$ cat config.mk
export PLATFORM = sky130hd
export DESIGN_NAME = tbp_ctrl
export DESIGN_NICKNAME = d
export VERILOG_FILES = /design/src/rtl/tbp_pkg.sv /design/src/rtl/tbp_rst_sync.sv /design/src/rtl/tbp_bit_pair.sv /design/src/rtl/tbp_pair_cnt.sv /design/src/rtl/tbp_fsm.sv /design/src/rtl/tbp_ctrl.sv
export SDC_FILE = /design/constraint.sdc
export NUM_CORES = 1
export LEC_CHECK = 0
export ABC_AREA = 1
export BUFFER_PORTS_ARGS = -buffer_cell sky130_fd_sc_hd__buf_2
export CAP_MARGIN = 20
export CORE_ASPECT_RATIO = 0.7
export CORE_MARGIN = 2
export CORE_UTILIZATION = 50
export CTS_CLUSTER_DIAMETER = 120
export DETAILED_ROUTE_END_ITERATION = 10
export GPL_ROUTABILITY_DRIVEN = 0
export GPL_TIMING_DRIVEN = 0
export PLACE_DENSITY = 0.83
export RECOVER_POWER = 50
export SLEW_MARGIN = 20
export SYNTH_ARGS = -nofsm -noshare
export SYNTH_HDL_FRONTEND = slang
export SYNTH_SLANG_ARGS = --single-unit
export TNS_END_PERCENT = 100
$ cat constraint.sdc
create_clock -name clk -period 1.71 [get_ports clk]
set_clock_uncertainty 0.15 [all_clocks]
set_input_delay 0.4275 -clock clk [delete_from_list [all_inputs] [get_ports clk]]
set_output_delay 0.4275 -clock clk [all_outputs]
set_load 0.05 [all_outputs]
$ cat src/rtl/tbp_pkg.sv
package tbp_pkg;
  typedef enum logic [2:0] {
    ST_IDLE,
    ST_RD_A,
    ST_RD_B,
    ST_CHK_A,
    ST_CHK_B,
    ST_WR_RST
  } tbp_state_e;
endpackage

$ cat src/rtl/tbp_rst_sync.sv
module tbp_rst_sync (
  input  logic clk,
  input  logic rst_n,
  output logic rst_n_sync
);
  logic [1:0] sync_q;

  always_ff @(posedge clk or negedge rst_n) begin
    if (!rst_n) sync_q <= 2'b00;
    else        sync_q <= {sync_q[0], 1'b1};
  end

  assign rst_n_sync = sync_q[1];
endmodule

$ cat src/rtl/tbp_bit_pair.sv
// Holds the toggle bit of the first read of a pair and flags a change on the second.
module tbp_bit_pair (
  input  logic clk,
  input  logic rst_n,
  input  logic cap_en,
  input  logic bit_in,
  output logic changed
);
  logic first_q;

  always_ff @(posedge clk or negedge rst_n) begin
    if (!rst_n)      first_q <= 1'b0;
    else if (cap_en) first_q <= bit_in;
  end

  assign changed = bit_in ^ first_q;
endmodule

$ cat src/rtl/tbp_pair_cnt.sv
// Counts plain read pairs that still toggled; at_limit marks the last one allowed.
module tbp_pair_cnt #(
  parameter int MAX_PAIRS = 4096
) (
  input  logic clk,
  input  logic rst_n,
  input  logic clr,
  input  logic inc,
  output logic at_limit
);
  localparam int CNT_W = $clog2(MAX_PAIRS + 1);
  localparam logic [CNT_W-1:0] LAST = CNT_W'(MAX_PAIRS - 1);

  logic [CNT_W-1:0] cnt_q, cnt_d;

  always_comb begin
    cnt_d = cnt_q;
    if (clr)                  cnt_d = '0;
    else if (inc && !at_limit) cnt_d = cnt_q + 1'b1;
  end

  always_ff @(posedge clk or negedge rst_n) begin
    if (!rst_n) cnt_q <= '0;
    else        cnt_q <= cnt_d;
  end

  assign at_limit = (cnt_q == LAST);
endmodule

$ cat src/rtl/tbp_fsm.sv
module tbp_fsm
  import tbp_pkg::*;
(
  input  logic clk,
  input  logic rst_n,
  input  logic start,
  input  logic abandon,
  input  logic bus_ack,
  input  logic tog_changed,
  input  logic err_now,
  input  logic at_limit,
  output logic bus_req,
  output logic bus_we,
  output logic bank_hold,
  output logic addr_ld,
  output logic cap_en,
  output logic cnt_clr,
  output logic cnt_inc,
  output logic done,
  output logic pass,
  output logic fail
);
  tbp_state_e st_q, st_d;
  logic fin_pass, fin_fail;
  logic done_q, pass_q, fail_q;

  always_comb begin
    st_d     = st_q;
    addr_ld  = 1'b0;
    cap_en   = 1'b0;
    cnt_clr  = 1'b0;
    cnt_inc  = 1'b0;
    fin_pass = 1'b0;
    fin_fail = 1'b0;
    unique case (st_q)
      ST_IDLE: begin
        if (start) begin
          st_d    = ST_RD_A;
          addr_ld = 1'b1;
          cnt_clr = 1'b1;
        end
      end
      ST_RD_A, ST_CHK_A: begin
        if (bus_ack) begin
          cap_en = 1'b1;
          st_d   = (st_q == ST_RD_A) ? ST_RD_B : ST_CHK_B;
        end else if (abandon) begin
          st_d = ST_IDLE;
        end
      end
      ST_RD_B: begin
        if (bus_ack) begin
          if (!tog_changed) begin
            fin_pass = 1'b1;
            st_d     = ST_IDLE;
          end else if (err_now) begin
            st_d = ST_CHK_A;
          end else if (at_limit) begin
            st_d = ST_WR_RST;
          end else begin
            cnt_inc = 1'b1;
            st_d    = ST_RD_A;
          end
        end else if (abandon) begin
          st_d = ST_IDLE;
        end
      end
      ST_CHK_B: begin
        if (bus_ack) begin
          if (!tog_changed) begin
            fin_pass = 1'b1;
            st_d     = ST_IDLE;
          end else begin
            st_d = ST_WR_RST;
          end
        end else if (abandon) begin
          st_d = ST_IDLE;
        end
      end
      ST_WR_RST: begin
        if (bus_ack) begin
          fin_fail = 1'b1;
          st_d     = ST_IDLE;
        end
      end
      default: st_d = ST_IDLE;
    endcase
  end

  always_ff @(posedge clk or negedge rst_n) begin
    if (!rst_n) begin
      st_q   <= ST_IDLE;
      done_q <= 1'b0;
      pass_q <= 1'b0;
      fail_q <= 1'b0;
    end else begin
      st_q   <= st_d;
      done_q <= fin_pass | fin_fail;
      if (addr_ld) begin
        pass_q <= 1'b0;
        fail_q <= 1'b0;
      end else if (fin_pass) begin
        pass_q <= 1'b1;
      end else if (fin_fail) begin
        fail_q <= 1'b1;
      end
    end
  end

  assign bus_req   = (st_q != ST_IDLE);
  assign bus_we    = (st_q == ST_WR_RST);
  assign bank_hold = (st_q != ST_IDLE);
  assign done      = done_q;
  assign pass      = pass_q;
  assign fail      = fail_q;
endmodule

$ cat src/rtl/tbp_ctrl.sv
module tbp_ctrl #(
  parameter int              ADDR_W    = 24,
  parameter int              DATA_W    = 8,
  parameter int              TOG_BIT   = 6,
  parameter int              ERR_BIT   = 5,
  parameter int              MAX_PAIRS = 4096,
  parameter logic [DATA_W-1:0] RST_CMD = DATA_W'(8'hF0)
) (
  input  logic              clk,
  input  logic              rst_n,
  input  logic              start,
  input  logic              abandon,
  input  logic [ADDR_W-1:0] poll_addr,
  output logic              bus_req,
  output logic              bus_we,
  output logic [ADDR_W-1:0] bus_addr,
  output logic [DATA_W-1:0] bus_wdata,
  input  logic              bus_ack,
  input  logic [DATA_W-1:0] bus_rdata,
  output logic              bank_hold,
  output logic              done,
  output logic              pass,
  output logic              fail
);
  logic              rst_sync_n;
  logic              addr_ld, cap_en, cnt_clr, cnt_inc;
  logic              tog_changed, at_limit;
  logic [ADDR_W-1:0] addr_q;
  logic              rdata_unused;

  assign rdata_unused = ^bus_rdata;

  tbp_rst_sync u_rst (
    .clk        (clk),
    .rst_n      (rst_n),
    .rst_n_sync (rst_sync_n)
  );

  always_ff @(posedge clk or negedge rst_sync_n) begin
    if (!rst_sync_n)  addr_q <= '0;
    else if (addr_ld) addr_q <= poll_addr;
  end

  tbp_bit_pair u_pair (
    .clk     (clk),
    .rst_n   (rst_sync_n),
    .cap_en  (cap_en),
    .bit_in  (bus_rdata[TOG_BIT]),
    .changed (tog_changed)
  );

  tbp_pair_cnt #(.MAX_PAIRS(MAX_PAIRS)) u_cnt (
    .clk      (clk),
    .rst_n    (rst_sync_n),
    .clr      (cnt_clr),
    .inc      (cnt_inc),
    .at_limit (at_limit)
  );

  tbp_fsm u_fsm (
    .clk         (clk),
    .rst_n       (rst_sync_n),
    .start       (start),
    .abandon     (abandon),
    .bus_ack     (bus_ack),
    .tog_changed (tog_changed),
    .err_now     (bus_rdata[ERR_BIT]),
    .at_limit    (at_limit),
    .bus_req     (bus_req),
    .bus_we      (bus_we),
    .bank_hold   (bank_hold),
    .addr_ld     (addr_ld),
    .cap_en      (cap_en),
    .cnt_clr     (cnt_clr),
    .cnt_inc     (cnt_inc),
    .done        (done),
    .pass        (pass),
    .fail        (fail)
  );

  assign bus_addr  = addr_q;
  assign bus_wdata = bus_we ? RST_CMD : '0;
endmodule

# Word level (Yosys, flattened, before mapping)
# Cells that the tools add are included.
# op_classes
reduce_logical	11
mux	33
eq_ne	9
add_sub_neg	1
bitwise	2
# op_table
operator	n
$mux W3	11
$mux W13	2
$mux W1	18
$pmux W3 S5	1
$add A13 B1 Y13 const B	1
$eq A13 B12 Y1 const B	1
$mux W8	1
$eq A3 B2 Y1 const B	2
$eq A3 B3 Y1 const B	2
$reduce_bool A2 Y1	3
$ne A2 B2 Y1 const B	2
$reduce_and A2 Y1	2
$reduce_or A2 Y1	2
$eq A3 B1 Y1 const B	1
$logic_not A3 Y1	1
$reduce_bool A3 Y1	1
$ne A2 B1 Y1 const B	1
$logic_and A1 B1 Y1	1
$logic_not A1 Y1	1
$or A1 B1 Y1	1
$xor A1 B1 Y1	1
# totals
output_inout_bits	38
register_bits	46

# Longest topological paths before layout
# logic_depth
ltp_word	9
depth_mapped	10

# By module
# Synthesis repeated with hierarchy kept, for this count alone.
# unflattened
cells_unflattened	297
hier_area_um2	2391.0
# modules_own_cells
mod	instances	seq_area_each_um2	cells_per_inst	area_each_um2
tbp_ctrl	1	600.6	111	1038.5
tbp_pair_cnt	1	325.3	109	822.0
tbp_fsm	1	150.1	64	417.9
tbp_bit_pair	1	25.0	10	58.8
tbp_rst_sync	1	50.0	3	53.8

# Least setup slack after synthesis
# OpenSTA, ideal clock, no wires.
# synth_timing
kind	reg2out
from	reg u_fsm.st_q[2]
to	out bus_wdata[4]
n_path_buf	1
path_stages_with_launch	4
arrival_ns	2.209
required_time_ns	1.132
setup_slack_ns	-1.076
cell_sequence	dfrtp_1 > inv_1 > nor3_1 > buf_4
# synth_between
elab_chain_cells	2
# synth_rtl
item	line	rtl
start, declared	tbp_fsm.sv:23	tbp_state_e st_q, st_d;
start signal, assigned	tbp_fsm.sv:97	st_q <= st_d;
$eq A3 B3 Y1	tbp_fsm.sv:111	assign bus_we = (st_q == ST_WR_RST);
named net bus_we	tbp_ctrl.sv:15	output logic bus_we,
$mux W8	tbp_ctrl.sv:82	assign bus_wdata = bus_we ? RST_CMD : '0;
end, declared	tbp_ctrl.sv:17	output logic [DATA_W-1:0] bus_wdata,
# The timed path passes the listed nets, and every way through them passes these cells.

# Worst setup path in the final report
# layout_timing
from	reg u_fsm.st_q[2]
to	out bus_wdata[4]
# layout_between
elab_chain_cells	2
# layout_rtl
item	line
$eq A3 B3 Y1	tbp_fsm.sv:111
$mux W8	tbp_ctrl.sv:82
# Every way passes these cells.

==> run summary <==
Placed Area - 2760 sq um
Slew headroom - 0.449
Mapped Cells - 292
routed via count - 2456
Setup WS post-layout - -0.254 ns
number of buffers created by CTS - 5
Post-DRT Antenna Nets - 0
post-synth top area cell - dfrtp_1
Initial DRC Count - 267
Final Cell Area - 3380 sq um
setup TNS - -4.43 ns
Final #Nets - 431
worst-path cell chain - inv_4 -> nor3_4 -> buf_6 -> buf_6 -> buf_8
Tcrit/Tclk final - 1.15
failing checks - setup timing
r2r worst-path depth - 11
# IOs - 75
CTS tree - yes
Seq. cell area - 1150 sq um
hold slack final - 0.160 ns
row cnt - 20
grt total ovfl - 0
final period demand of the worst path - 1.96 ns
routed wl met3 - 704 um
total of max-cap violations - 0
RSZ-0062 raised after global routing - yes
DR WL/cell - 16.3 um
Slew Limit Fails - 0
Synth Register Bits - 46
clk buf depth - 2
largest net degree at the start of global routing - 26
layout cell share with drive strength beyond 1 - 0.396
Total Power - 6.90 mW
Port Buf Inserts - 63
leak pwr - 1.85 nW
Core ar. - 4380 sq um
ANT cells - 0
P&R area growth vs syn - 46.9%
register area share after synthesis - 0.499
Global Route Usage Sum - 0.246
Avg Inst Size Synth - 7.89 sq um
top cell type's share of synthesized area - 0.499
Pre-Repair DR Iteration Count - 6
die width - 85.1 um
DIE AREA - 5180 sq um
Vias per Instance - 5.47
initial antenna violation count - 0
Worst path slowest cell - dfrtp_1
clk sinks - 46
vias in the first global route - 2122
Fmax - 509 MHz
commonest cells after routing, fill and taps aside - 114 x nand2_1, 59 x buf_2, 45 x dfrtp_1
Hold Vio Cnt, Final - 0
Max VDD drop - 1.59 mV
Worst Path Required - 1.13 ns
die height - 60.8 um
met2 WL post-DR - 3.62 mm
crit-path max cell delay - 0.42 ns
global-route wire length before repair - 9.81 mm
cell mode on critical path - buf_6
Initial Util - 0.526
Hold Crit Class - primary input to register
# setup viols final - 45
CP Max Fanout - 4
yosys warns - 0
met1 WL - 2.72 mm
FILL cells - 264
clock-pin transition on the worst setup and hold timing paths - 0.10 ns
actual slew at the worst max-slew pin - 0.826 ns
Critical Path AT - 1.39 ns
Synth cell types - 27
H-tree Lvls - 2
clock latency on the worst-skew pair - 0.32 ns
multi-input logic area - 1160 sq um
Netlist Area Pre-Place - 2300 sq um
synth top area cells - dfrtp_1 50%, nand2_1 21%, nand3_1 4.8%, nor2_1 3.6%, xor2_1 3.4%
commonest non-fill, non-tap cell in the layout - nand2_1
highest routed metal layer - met4
Setup CP Type - register to output port
Routed WL - 7.34 mm
pwr dens - 2040 nW/um^2
Final Util - 0.773
critical path capture point type - output port
Root Driver - clkbuf_8
CP Launch Type - register
status - finished with violations
DRC viols - 0
depth of the worst hold-timing path - 3
DPL Wire Length - 3.82 mm
[area by class of cell]
type,instances,area share
Buffer,17,0.0503
Clock buffer,5,0.0203
Clock inverter,3,0.00628
Inverter,18,0.0229
Multi-Input combinational cell,214,0.342
Sequential cell,46,0.340
Tap cell,55,0.0203
Timing Repair Buffer,91,0.197
[cells by family after synthesis]
group | count (synthesis) | share of synthesized area
other cells | 2 | 0.00326
compound gates | 10 | 0.0266
buf+inv | 36 | 0.0809
flops | 46 | 0.499
simple gates | 187 | 0.346
xor+xnor | 10 | 0.0380
fa+ha+maj | 1 | 0.00543
[power breakdown]
part / internal [mW] / switching (mW) / total, mW
combinational: 1.48 / 2.83 / 4.31
clock: 0.288 / 0.400 / 0.688
sequential: 1.52 / 0.376 / 1.90
[state kept, by name (all words and copies together) (netlist names)]
signal	cells
u_cnt.cnt_q	13
u_fsm.done	1
u_fsm.st_q	3
u_pair.first_q	1
u_rst.sync_q	2
u_fsm.pass	1
bus_addr	24
u_fsm.fail	1
[Yosys cell counts, drive strengths merged]
cell and number:
a21oi 3, dfrtp 46, o21ai 3, o211ai 1, inv 18, a31oi 1
o2111ai 1, nor3 3, nor2 25, buf 18, xnor2 1, xor2 9
conb 2, ha 1, nand2 131, nand4 3, nand3 25, o311ai 1
[critical path, delay by kind of cell (launching register included)]
family,cells,cell delay [ns]
buffers and inverters,4,0.43
flip-flops,1,0.42
AND/OR/NAND/NOR,1,0.21
[per-stage QoR]
step                worst slack, ns  instances
finish                       -0.254        449
global route                 -0.313        449
CTS                          -0.184        436
detailed placement           -0.197        414
global placement             -0.281        413
floorplan                    -0.181        295
[what timing repair did]
item | CTS | global route
setup endpoints to repair | 45 | 24
buffers inserted | 13 | 10
gates resized for setup | 26 | 58
pin swaps | 5 | 10
hold buffers | 1 | 0
cloned | 0 | 4
endpoints found under the hold margin | 2 | 0
[final timing paths]
kind,startpoint,to,slack (ns)
setup / recovery,u_fsm.st_q[2]$_DFFE_PN0P_,bus_wdata[4],-0.25
min in group asynchronous,u_rst.sync_q[1]$_DFF_PN0_,u_cnt.cnt_q[1]$_DFFE_PN0P_,0.19
setup reg to reg,u_fsm.st_q[0]$_DFFE_PN0P_,u_cnt.cnt_q[11]$_DFFE_PN0P_,-0.16
hold reg to reg,u_rst.sync_q[1]$_DFF_PN0_,u_cnt.cnt_q[1]$_DFFE_PN0P_,0.19
hold / removal,poll_addr[21],bus_addr[21]$_DFFE_PN0P_,0.16
max in group asynchronous,u_rst.sync_q[1]$_DFF_PN0_,bus_addr[17]$_DFFE_PN0P_,0.19
[metal layers]
metal	vias up	GRT usage
met1	1120	0.312
li1	1103	-
met2	194	0.424
met5	-	0
met4	0	0.0726
met3	39	0.0680
Note: power is estimated with default switching activity, not from simulation.
